### src/rtl/mtm_pkg.sv
package mtm_pkg;

   typedef enum logic [2:0] {
      ST_IDLE,
      ST_FILL,
      ST_RD,
      ST_WR,
      ST_FRD,
      ST_FCHK,
      ST_DONE
   } mtm_state_e;

endpackage

### src/rtl/mtm_addr_walker.sv
module mtm_addr_walker #(
   parameter int DEPTH = 16,
   parameter int AW    = $clog2(DEPTH)
) (
   input  logic          clk,
   input  logic          rst_n,
   input  logic          clr_i,
   input  logic          step_i,
   output logic [AW-1:0] addr_o,
   output logic          last_o
);

   localparam logic [AW-1:0] LastAddr = AW'(DEPTH - 1);

   always_ff @(posedge clk or negedge rst_n) begin
      if (!rst_n)      addr_o <= '0;
      else if (clr_i)  addr_o <= '0;
      else if (step_i) addr_o <= addr_o + 1'b1;
   end

   assign last_o = (addr_o == LastAddr);

   a_r10_addr_in_range: assert property (@(posedge clk) disable iff (!rst_n)
      addr_o <= LastAddr);

   a_r3_no_step_past_end: assert property (@(posedge clk) disable iff (!rst_n)
      (step_i && !clr_i && last_o) |=> addr_o == '0);

endmodule

### src/rtl/mtm_code_gen.sv
module mtm_code_gen #(
   parameter int CW = 5,
   parameter int EW = $clog2(CW + 2)
) (
   input  logic [EW-1:0] elem_i,
   output logic [CW-1:0] rd_code_o,
   output logic [CW-1:0] wr_code_o
);

   // Pass e expects level e-1 and writes level e; digit i of level k is set when k > i.
   for (genvar i = 0; i < CW; i++) begin : g_digit
      assign rd_code_o[i] = (elem_i > EW'(i + 1));
      assign wr_code_o[i] = (elem_i > EW'(i));
   end

endmodule

### src/rtl/mtm_mismatch_log.sv
module mtm_mismatch_log #(
   parameter int AW = 4,
   parameter int CW = 5
) (
   input  logic          clk,
   input  logic          rst_n,
   input  logic          clr_i,
   input  logic          chk_i,
   input  logic [AW-1:0] addr_i,
   input  logic [CW-1:0] exp_i,
   input  logic [CW-1:0] obs_i,
   output logic          fail_o,
   output logic [AW-1:0] fail_addr_o,
   output logic [CW-1:0] fail_exp_o,
   output logic [CW-1:0] fail_obs_o
);

   logic hit;
   assign hit = chk_i && (obs_i != exp_i);

   always_ff @(posedge clk or negedge rst_n) begin
      if (!rst_n) begin
         fail_o      <= 1'b0;
         fail_addr_o <= '0;
         fail_exp_o  <= '0;
         fail_obs_o  <= '0;
      end else if (clr_i) begin
         fail_o      <= 1'b0;
         fail_addr_o <= '0;
         fail_exp_o  <= '0;
         fail_obs_o  <= '0;
      end else if (hit && !fail_o) begin
         fail_o      <= 1'b1;
         fail_addr_o <= addr_i;
         fail_exp_o  <= exp_i;
         fail_obs_o  <= obs_i;
      end
   end

   a_r7_fail_sticky: assert property (@(posedge clk) disable iff (!rst_n)
      (fail_o && !clr_i) |=> fail_o);

   a_r7_first_kept: assert property (@(posedge clk) disable iff (!rst_n)
      (fail_o && !clr_i) |=> ($stable(fail_addr_o) && $stable(fail_exp_o) && $stable(fail_obs_o)));

   a_r9_clear_works: assert property (@(posedge clk) disable iff (!rst_n)
      clr_i |=> !fail_o);

endmodule

### src/rtl/mtm_march_ctrl.sv
module mtm_march_ctrl #(
   parameter int DEPTH  = 16,
   parameter int LEVELS = 6,
   parameter int AW     = $clog2(DEPTH),
   parameter int CW     = LEVELS - 1
) (
   input  logic          clk,
   input  logic          rst_n,
   input  logic          start_i,
   output logic [AW-1:0] mem_addr_o,
   output logic [CW-1:0] mem_wdata_o,
   output logic          mem_we_o,
   output logic          mem_re_o,
   input  logic [CW-1:0] mem_rdata_i,
   output logic          busy_o,
   output logic          done_o,
   output logic          fail_o,
   output logic [AW-1:0] fail_addr_o,
   output logic [CW-1:0] fail_exp_o,
   output logic [CW-1:0] fail_obs_o
);
   import mtm_pkg::*;

   localparam int EW = $clog2(CW + 2);
   localparam logic [EW-1:0] LastRw  = EW'(CW);
   localparam logic [EW-1:0] FinElem = EW'(CW + 1);

   if (DEPTH < 2) begin : g_bad_depth
      $error("mtm_march_ctrl: DEPTH must be at least 2");
   end
   if (LEVELS < 2) begin : g_bad_levels
      $error("mtm_march_ctrl: LEVELS must be at least 2");
   end
   if (AW < 1) begin : g_bad_aw
      $error("mtm_march_ctrl: AW must be at least 1");
   end

   mtm_state_e      state, state_nx;
   logic [EW-1:0]   elem, elem_nx;
   logic            a_clr, a_step, a_last, accept;
   logic [CW-1:0]   rd_code, wr_code;
   logic            rd_pend;
   logic [CW-1:0]   exp_pend;
   logic [AW-1:0]   addr_pend;

   mtm_addr_walker #(.DEPTH(DEPTH), .AW(AW)) u_walk (
      .clk(clk), .rst_n(rst_n), .clr_i(a_clr), .step_i(a_step),
      .addr_o(mem_addr_o), .last_o(a_last));

   mtm_code_gen #(.CW(CW), .EW(EW)) u_code (
      .elem_i(elem), .rd_code_o(rd_code), .wr_code_o(wr_code));

   assign accept = (state == ST_IDLE) && start_i;

   always_comb begin
      state_nx = state;
      elem_nx  = elem;
      a_clr    = 1'b0;
      a_step   = 1'b0;
      mem_we_o = 1'b0;
      mem_re_o = 1'b0;
      unique case (state)
         ST_IDLE: if (start_i) begin
            state_nx = ST_FILL;
            elem_nx  = '0;
            a_clr    = 1'b1;
         end
         ST_FILL: begin
            mem_we_o = 1'b1;
            if (a_last) begin
               a_clr    = 1'b1;
               elem_nx  = EW'(1);
               state_nx = ST_RD;
            end else a_step = 1'b1;
         end
         ST_RD: begin
            mem_re_o = 1'b1;
            state_nx = ST_WR;
         end
         ST_WR: begin
            mem_we_o = 1'b1;
            if (a_last) begin
               a_clr = 1'b1;
               if (elem == LastRw) begin
                  elem_nx  = FinElem;
                  state_nx = ST_FRD;
               end else begin
                  elem_nx  = elem + 1'b1;
                  state_nx = ST_RD;
               end
            end else begin
               a_step   = 1'b1;
               state_nx = ST_RD;
            end
         end
         ST_FRD: begin
            mem_re_o = 1'b1;
            state_nx = ST_FCHK;
         end
         ST_FCHK: begin
            if (a_last) begin
               a_clr    = 1'b1;
               state_nx = ST_DONE;
            end else begin
               a_step   = 1'b1;
               state_nx = ST_FRD;
            end
         end
         ST_DONE: state_nx = ST_IDLE;
         default: state_nx = ST_IDLE;
      endcase
   end

   always_ff @(posedge clk or negedge rst_n) begin
      if (!rst_n) begin
         state     <= ST_IDLE;
         elem      <= '0;
         rd_pend   <= 1'b0;
         exp_pend  <= '0;
         addr_pend <= '0;
      end else begin
         state     <= state_nx;
         elem      <= elem_nx;
         rd_pend   <= mem_re_o;
         exp_pend  <= rd_code;
         addr_pend <= mem_addr_o;
      end
   end

   assign mem_wdata_o = wr_code;
   assign busy_o      = (state != ST_IDLE);
   assign done_o      = (state == ST_DONE);

   mtm_mismatch_log #(.AW(AW), .CW(CW)) u_log (
      .clk(clk), .rst_n(rst_n), .clr_i(accept), .chk_i(rd_pend),
      .addr_i(addr_pend), .exp_i(exp_pend), .obs_i(mem_rdata_i),
      .fail_o(fail_o), .fail_addr_o(fail_addr_o),
      .fail_exp_o(fail_exp_o), .fail_obs_o(fail_obs_o));

   a_r10_no_rw_overlap: assert property (@(posedge clk) disable iff (!rst_n)
      !(mem_we_o && mem_re_o));

   a_r4_write_after_read: assert property (@(posedge clk) disable iff (!rst_n)
      (mem_we_o && $past(mem_re_o)) |-> mem_addr_o == $past(mem_addr_o));

   a_r3_wdata_thermo: assert property (@(posedge clk) disable iff (!rst_n)
      mem_we_o |-> ((mem_wdata_o & (mem_wdata_o + 1'b1)) == '0));

   a_r6_done_after_read: assert property (@(posedge clk) disable iff (!rst_n)
      done_o |-> $past(rd_pend));

   a_r6_done_single: assert property (@(posedge clk) disable iff (!rst_n)
      done_o |=> (!done_o && !busy_o));

   a_r8_busy_holds: assert property (@(posedge clk) disable iff (!rst_n)
      (busy_o && !done_o) |=> busy_o);

endmodule

### config.mk
export PLATFORM = sky130hd
export DESIGN_NAME = mtm_march_ctrl
export DESIGN_NICKNAME = d
export VERILOG_FILES = /design/src/rtl/mtm_pkg.sv /design/src/rtl/mtm_addr_walker.sv /design/src/rtl/mtm_code_gen.sv /design/src/rtl/mtm_mismatch_log.sv /design/src/rtl/mtm_march_ctrl.sv
export SDC_FILE = /design/constraint.sdc
export NUM_CORES = 1
export LEC_CHECK = 0
export BUFFER_PORTS_ARGS = -buffer_cell sky130_fd_sc_hd__buf_2
export CORE_ASPECT_RATIO = 0.75
export CORE_MARGIN = 8
export CORE_UTILIZATION = 57
export CTS_CLUSTER_DIAMETER = 80
export DETAILED_ROUTE_END_ITERATION = 16
export GPL_ROUTABILITY_DRIVEN = 0
export GPL_TIMING_DRIVEN = 1
export PLACE_DENSITY = 0.83
export SETUP_SLACK_MARGIN = 0.2
export SLEW_MARGIN = 20
export SYNTH_ARGS = -nofsm -noshare
export SYNTH_HDL_FRONTEND = slang
export SYNTH_SLANG_ARGS = --single-unit
### constraint.sdc
create_clock -name clk -period 2.96 [get_ports clk]
set_input_delay 0.444 -clock clk [delete_from_list [all_inputs] [get_ports clk]]
set_output_delay 0.444 -clock clk [all_outputs]
set_load 0.01 [all_outputs]
# Word-level counts from Yosys, hierarchy flattened
# Cells that the tools add are included.
dict set report totals {
  latchBits 0
  output_inout_bits 28
  input_bits 8
  mem_bits_rw 0
  memories 0
  mem_bits_ro 0
  regBits 35
}
dict set report op_classes {
  n_bitwise 0
  shift 0
  n_div 0
  n_addsub 2
  muxes 28
  reduce_logical 14
  order_cmp 6
  eq_ne 12
  multipliers 0
}
# operator n
set ops {}
lappend ops {{2-to-1 mux 3 bit} 8}
lappend ops {{2-to-1 mux 5 bit} 4}
lappend ops {{case mux 3 bit (6 select lines)} 1}
lappend ops {{2-to-1 mux 4 bit} 4}
lappend ops {{== test 3 bit, second input constant} 4}
lappend ops {{case mux 3 bit (3 select lines)} 1}
lappend ops {{2-to-1 mux 1 bit} 8}
lappend ops {{== test 3 x 2 -> 1 bit, second input constant} 2}
lappend ops {{> comparator 3 x 1 -> 1 bit, second input constant} 2}
lappend ops {{> comparator 3 x 2 -> 1 bit, second input constant} 2}
lappend ops {{> comparator 3 bit, second input constant} 2}
lappend ops {{!= test 2 bit, second input constant} 3}
lappend ops {{nonzero test 3 bit} 2}
lappend ops {{!= test 5 bit} 1}
lappend ops {{adder 4 x 1 -> 4 bit, second input constant} 1}
lappend ops {{== test 4 bit, second input constant} 1}
lappend ops {{AND reduction 4 bit} 1}
lappend ops {{nonzero test 2 bit} 2}
lappend ops {{OR reduction 2 bit} 2}
lappend ops {{adder 3 x 1 -> 3 bit, second input constant} 1}
lappend ops {{== test 3 x 1 -> 1 bit, second input constant} 1}
lappend ops {{logical AND 1 bit} 3}
lappend ops {{logical NOT 3 bit} 1}
lappend ops {{OR reduction 3 bit} 1}
lappend ops {{4 further kinds} 4}

# Logic depth before layout (Yosys ltp)
dict set report depth {
  ltp_word 5
  depth_mapped 6
}

# Cells and area by module
# From an unflattened synthesis, not the netlist that was laid out.
dict set report hier_totals {
  cells_unflattened 136
  hier_area_um2 1615.3
}
# mod instances area_per_inst_um2 cells_each seq_area_each_um2
set modules_own_cells {}
lappend modules_own_cells {mtm_march_ctrl 1 699.4 60 400.4}
lappend modules_own_cells {mtm_mismatch_log 1 646.9 49 375.4}
lappend modules_own_cells {mtm_addr_walker 1 198.9 17 100.1}
lappend modules_own_cells {mtm_code_gen 1 70.1 10 0.0}

# Worst setup path after synthesis
# Ideal clock, no wire load.
dict set report synth_timing {
  path_kind {flip-flop to flip-flop}
  startpoint {register u_walk.addr_o[0]}
  endpoint {register elem[2]}
  arrival_time_ns 1.359
  path_stages_with_launch 6
  path_buffers 0
  synth_period_minus_slack_ns 1.460
  slack_ns 1.500
  setup_ns 0.101
  cell_sequence {dfrtp_1 ha_1 and4_1 o21ai_1 a31oi_1 o32ai_1}
}
dict set report synth_between {
  elab_chain_len 3
}
# item line_no
set synth_lines {}
lappend synth_lines {{start, declared} mtm_addr_walker.sv:9} ;# output logic [AW-1:0] addr_o,
lappend synth_lines {{start signal, assigned} mtm_addr_walker.sv:18} ;# else if (step_i) addr_o <= addr_o + 1'b1;
lappend synth_lines {{== test 4 bit (*)} mtm_addr_walker.sv:21} ;# assign last_o = (addr_o == LastAddr);
lappend synth_lines {{!= test 2 bit (no line)} n/a}
lappend synth_lines {{AND reduction 4 bit (no line) (*)} n/a}
lappend synth_lines {{end signal, assigned} mtm_march_ctrl.sv:123} ;# elem <= elem_nx;
lappend synth_lines {{end, declared} mtm_march_ctrl.sv:39} ;# logic [EW-1:0] elem, elem_nx;
# Every way passes the cells marked *; elsewhere a longest branch is shown, timed or not.
# A chain may end at the register's enable or synchronous reset.

# Worst setup path in the final report
dict set report layout_timing {
  startpoint {register elem[0]}
  endpoint {output mem_wdata_o[3]}
}
dict set report layout_between {
  elab_chain_len 1
}
# item line_no
set layout_lines {}
lappend layout_lines {{> comparator 3 x 2 -> 1 bit} mtm_code_gen.sv:13} ;# assign wr_code_o[i] = (elem_i > EW'(i));
lappend layout_lines {{end, declared} mtm_march_ctrl.sv:11} ;# output logic [CW-1:0] mem_wdata_o,
# Every way passes these cells.

==> results.toml <==
[grt]
antenna_found_initial = 0
grt_max_degree = 36
grt_overflow_total = 0
grt_pass1_wl_um = 5620
grt_use_total = 0.143
grt_pass1_vias = 1278

[drt]
drc_errors = 0
drt-initial-drc-count = 95
drtAntennaViolNets = 0
vias = 1236
totalWireLength_um = 3390
avgRoutedWirePerCell_um = 14.9
viasPerCell = 5.42
first_pass_iters = 4

[clocking]
cts-htree-levels = 2
cts_tree = "yes"
clk_pin_slew_ns = 0.07
cts_hold_buffers = 0
insertion_delay_ns = 0.29
clock_path_buffers = 2
numCtsBuffers = 5
postCtsSetupBuffers = 0
cts.sinks = 35
cts_resized = 0
root_buffer = "clkbuf_8"

[yosys]
synth-simple-area-share = 0.150
synth_top_family_by_area = "simple AND/OR/NAND/NOR gates"
synth-compound-area-share = 0.104
synth_xor_xnor_area_share = 0.0371
postSynthNetCount = 170
synth_area_mm2 = 0.00165
synthMuxAreaShare = 0.0848
netlist_instances = 157
synthAdderAreaFrac = 0.0379
synthDistinctLibCells = 31
syn_area_per_cell_um2 = 10.5
yosysWarnings = 0
ys_seq_elements = 35
ys_seq_area_frac = 0.530

[pwr]
p_per_area_mw_per_mm2 = 1010
ir_drop_uv = 462
leakagePower_nw = 1.04

[setup_path]
crit_slowest_cell = "dfrtp_1"
crit_path_max_fanout = 5
worstSetupPathType = "reg -> out"
end_kind = "primary output"
cp_slowest_stage_delay_ns = 0.41
startpoint_type = "flop"
cp.arrival_ns = 1.40
crit_chain = "inv_1 > o21ai_0 > nor2b_1 > buf_2"
worst-r2r-setup-slack_ns = 1.25
required_ns = 2.52

[floorplan]
die_x_um = 78.2
floorplan.initialDensity = 0.579
rows = 17
die_h_um = 62.6
coreArea_mm2 = 0.00285
num_io_pins = 36
die_area_mm2 = 0.00489

[run_status]
status = "completed"

[sta]
tightest_slew_ns = 0.753
holdWs_ns = 0.224
tns_ns = 0
hold_viol = 0
min_period_ns = 1.85
slew_viol_final = 0
finalCritPeriodShare = 0.624
clock.fmax_mhz = 541
skew_ns = 0.00726
setup_viol = 0
grt_setup_unrepaired = "no"
max_slew_margin = 0.498

[finish]
fillers = 238
syn2layout_area_growth_pct = 14.5
final_cell_mix = "nand2_1, dfrtp_1, buf_2"
diodes = 0
fin_cells = 228
drive_gt1_frac = 0.237
fin_nets = 203
final_common_cell = "nand2_1"

[placement]
placed_cells = 221
hpwl_um = 2530
portBuffers = 35

[hold_path]
hold_path_class = "in -> async"

[job]
drv_cap = 0
-- Yosys cell counts (all sizes together) --
cell type  count  area [um2]
a21boi         2        15.0
a21o           2        15.0
a21oi          4        20.0
a311oi         1        8.76
a31oi          1        6.26
a32o           1        10.0
and4           1        8.76
buf            9        70.1
dfrtp         35         876
ha             5        62.6
inv            6        22.5
mux2i         14         140
nand2         39         146
nand3          3        20.0
nand4          1        6.26
nor2           7        26.3
nor2b          2        12.5
nor3           1        5.00
nor3b          1        7.51
nor4b          1        15.0
o211ai         1        21.3
o21ai         10        50.1
o31ai          1        7.51
o32ai          2        17.5
xnor2          6        52.6
xor2           1        8.76
-- cell type report --
cell class / instances / area, um2 / area share
timing repair buffer: 35 / 175 / 0.0926
clock buffer: 6 / 82.6 / 0.0437
tap: 38 / 47.5 / 0.0251
inverter: 6 / 22.5 / 0.0119
multi-input combinational: 107 / 683 / 0.361
sequential: 35 / 876 / 0.463
clock inverter: 1 / 5.00 / 0.00265
-- logic make-up (layout without fill, tap and decap cells) --
family,Yosys count,after routing
DFF,35,35
buffers and inverters,15,48
and+or+nand+nor,56,56
adders and majority gates,5,5
muxes,14,14
xor gates and xnor gates,7,7
AOI/OAI and AO/OA,25,25
-- power breakdown --
part	switching (mW)	internal (mW)
clock	0.159	0.182
combinational	0.438	0.309
sequential	0.155	0.663
total	0.752	1.16
-- path summary, 6_finish.rpt --
path / start / endpoint / cells past startpoint
min: rst_n / u_log.fail_obs_o[4] / 1
min in group clk: mem_rdata_i[4] / u_log.fail_obs_o[4] / 3
max reg2reg: u_walk.addr_o[0] / elem[2] / 5
max: elem[0] / mem_wdata_o[3] / 4
max in group asynchronous: rst_n / u_log.fail_addr_o[0] / 1
min reg2reg: u_walk.addr_o[3] / addr_pend[3] / 0
-- layer usage --
metal / vias up / track usage / share of wire
li1: 593 / - / -
met1: 587 / 0.148 / 0.39
met2: 40 / 0.237 / 0.50
met3: 16 / 0.0603 / 0.076
met4: 0 / 0.0829 / 0.032
met5: - / 0 / 0
-- critical path, delay by kind of cell, from the launching register on --
| kind | cells | cell delay (ns) |
|---|---|---|
| buffers and inverters | 2 | 0.23 |
| AND/OR/NAND/NOR | 1 | 0.20 |
| AO/OA/AOI/OAI | 1 | 0.28 |
| flip-flops | 1 | 0.41 |
-- registers in the layout, summed over array words and instances (netlist names) --
name,flops
rd_pend,1
exp_pend,5
u_log.fail_obs_o,5
u_log.fail_exp_o,5
u_walk.addr_o,4
state,3
u_log.fail_o,1
elem,3
addr_pend,4
u_log.fail_addr_o,4
-- stage by stage --
stage	power [mW]	setup WS, ns	cell area (um2)	utilization
floorplan	1.34	1.50	1650	-
global placement	1.54	1.23	1800	0.633
detailed placement	1.59	1.15	1800	0.633
CTS	1.93	1.08	1890	0.664
global route	2.05	0.959	1890	0.664
finish	1.91	1.11	1890	0.664
No activity file was read; power rests on OpenSTA's default activity.
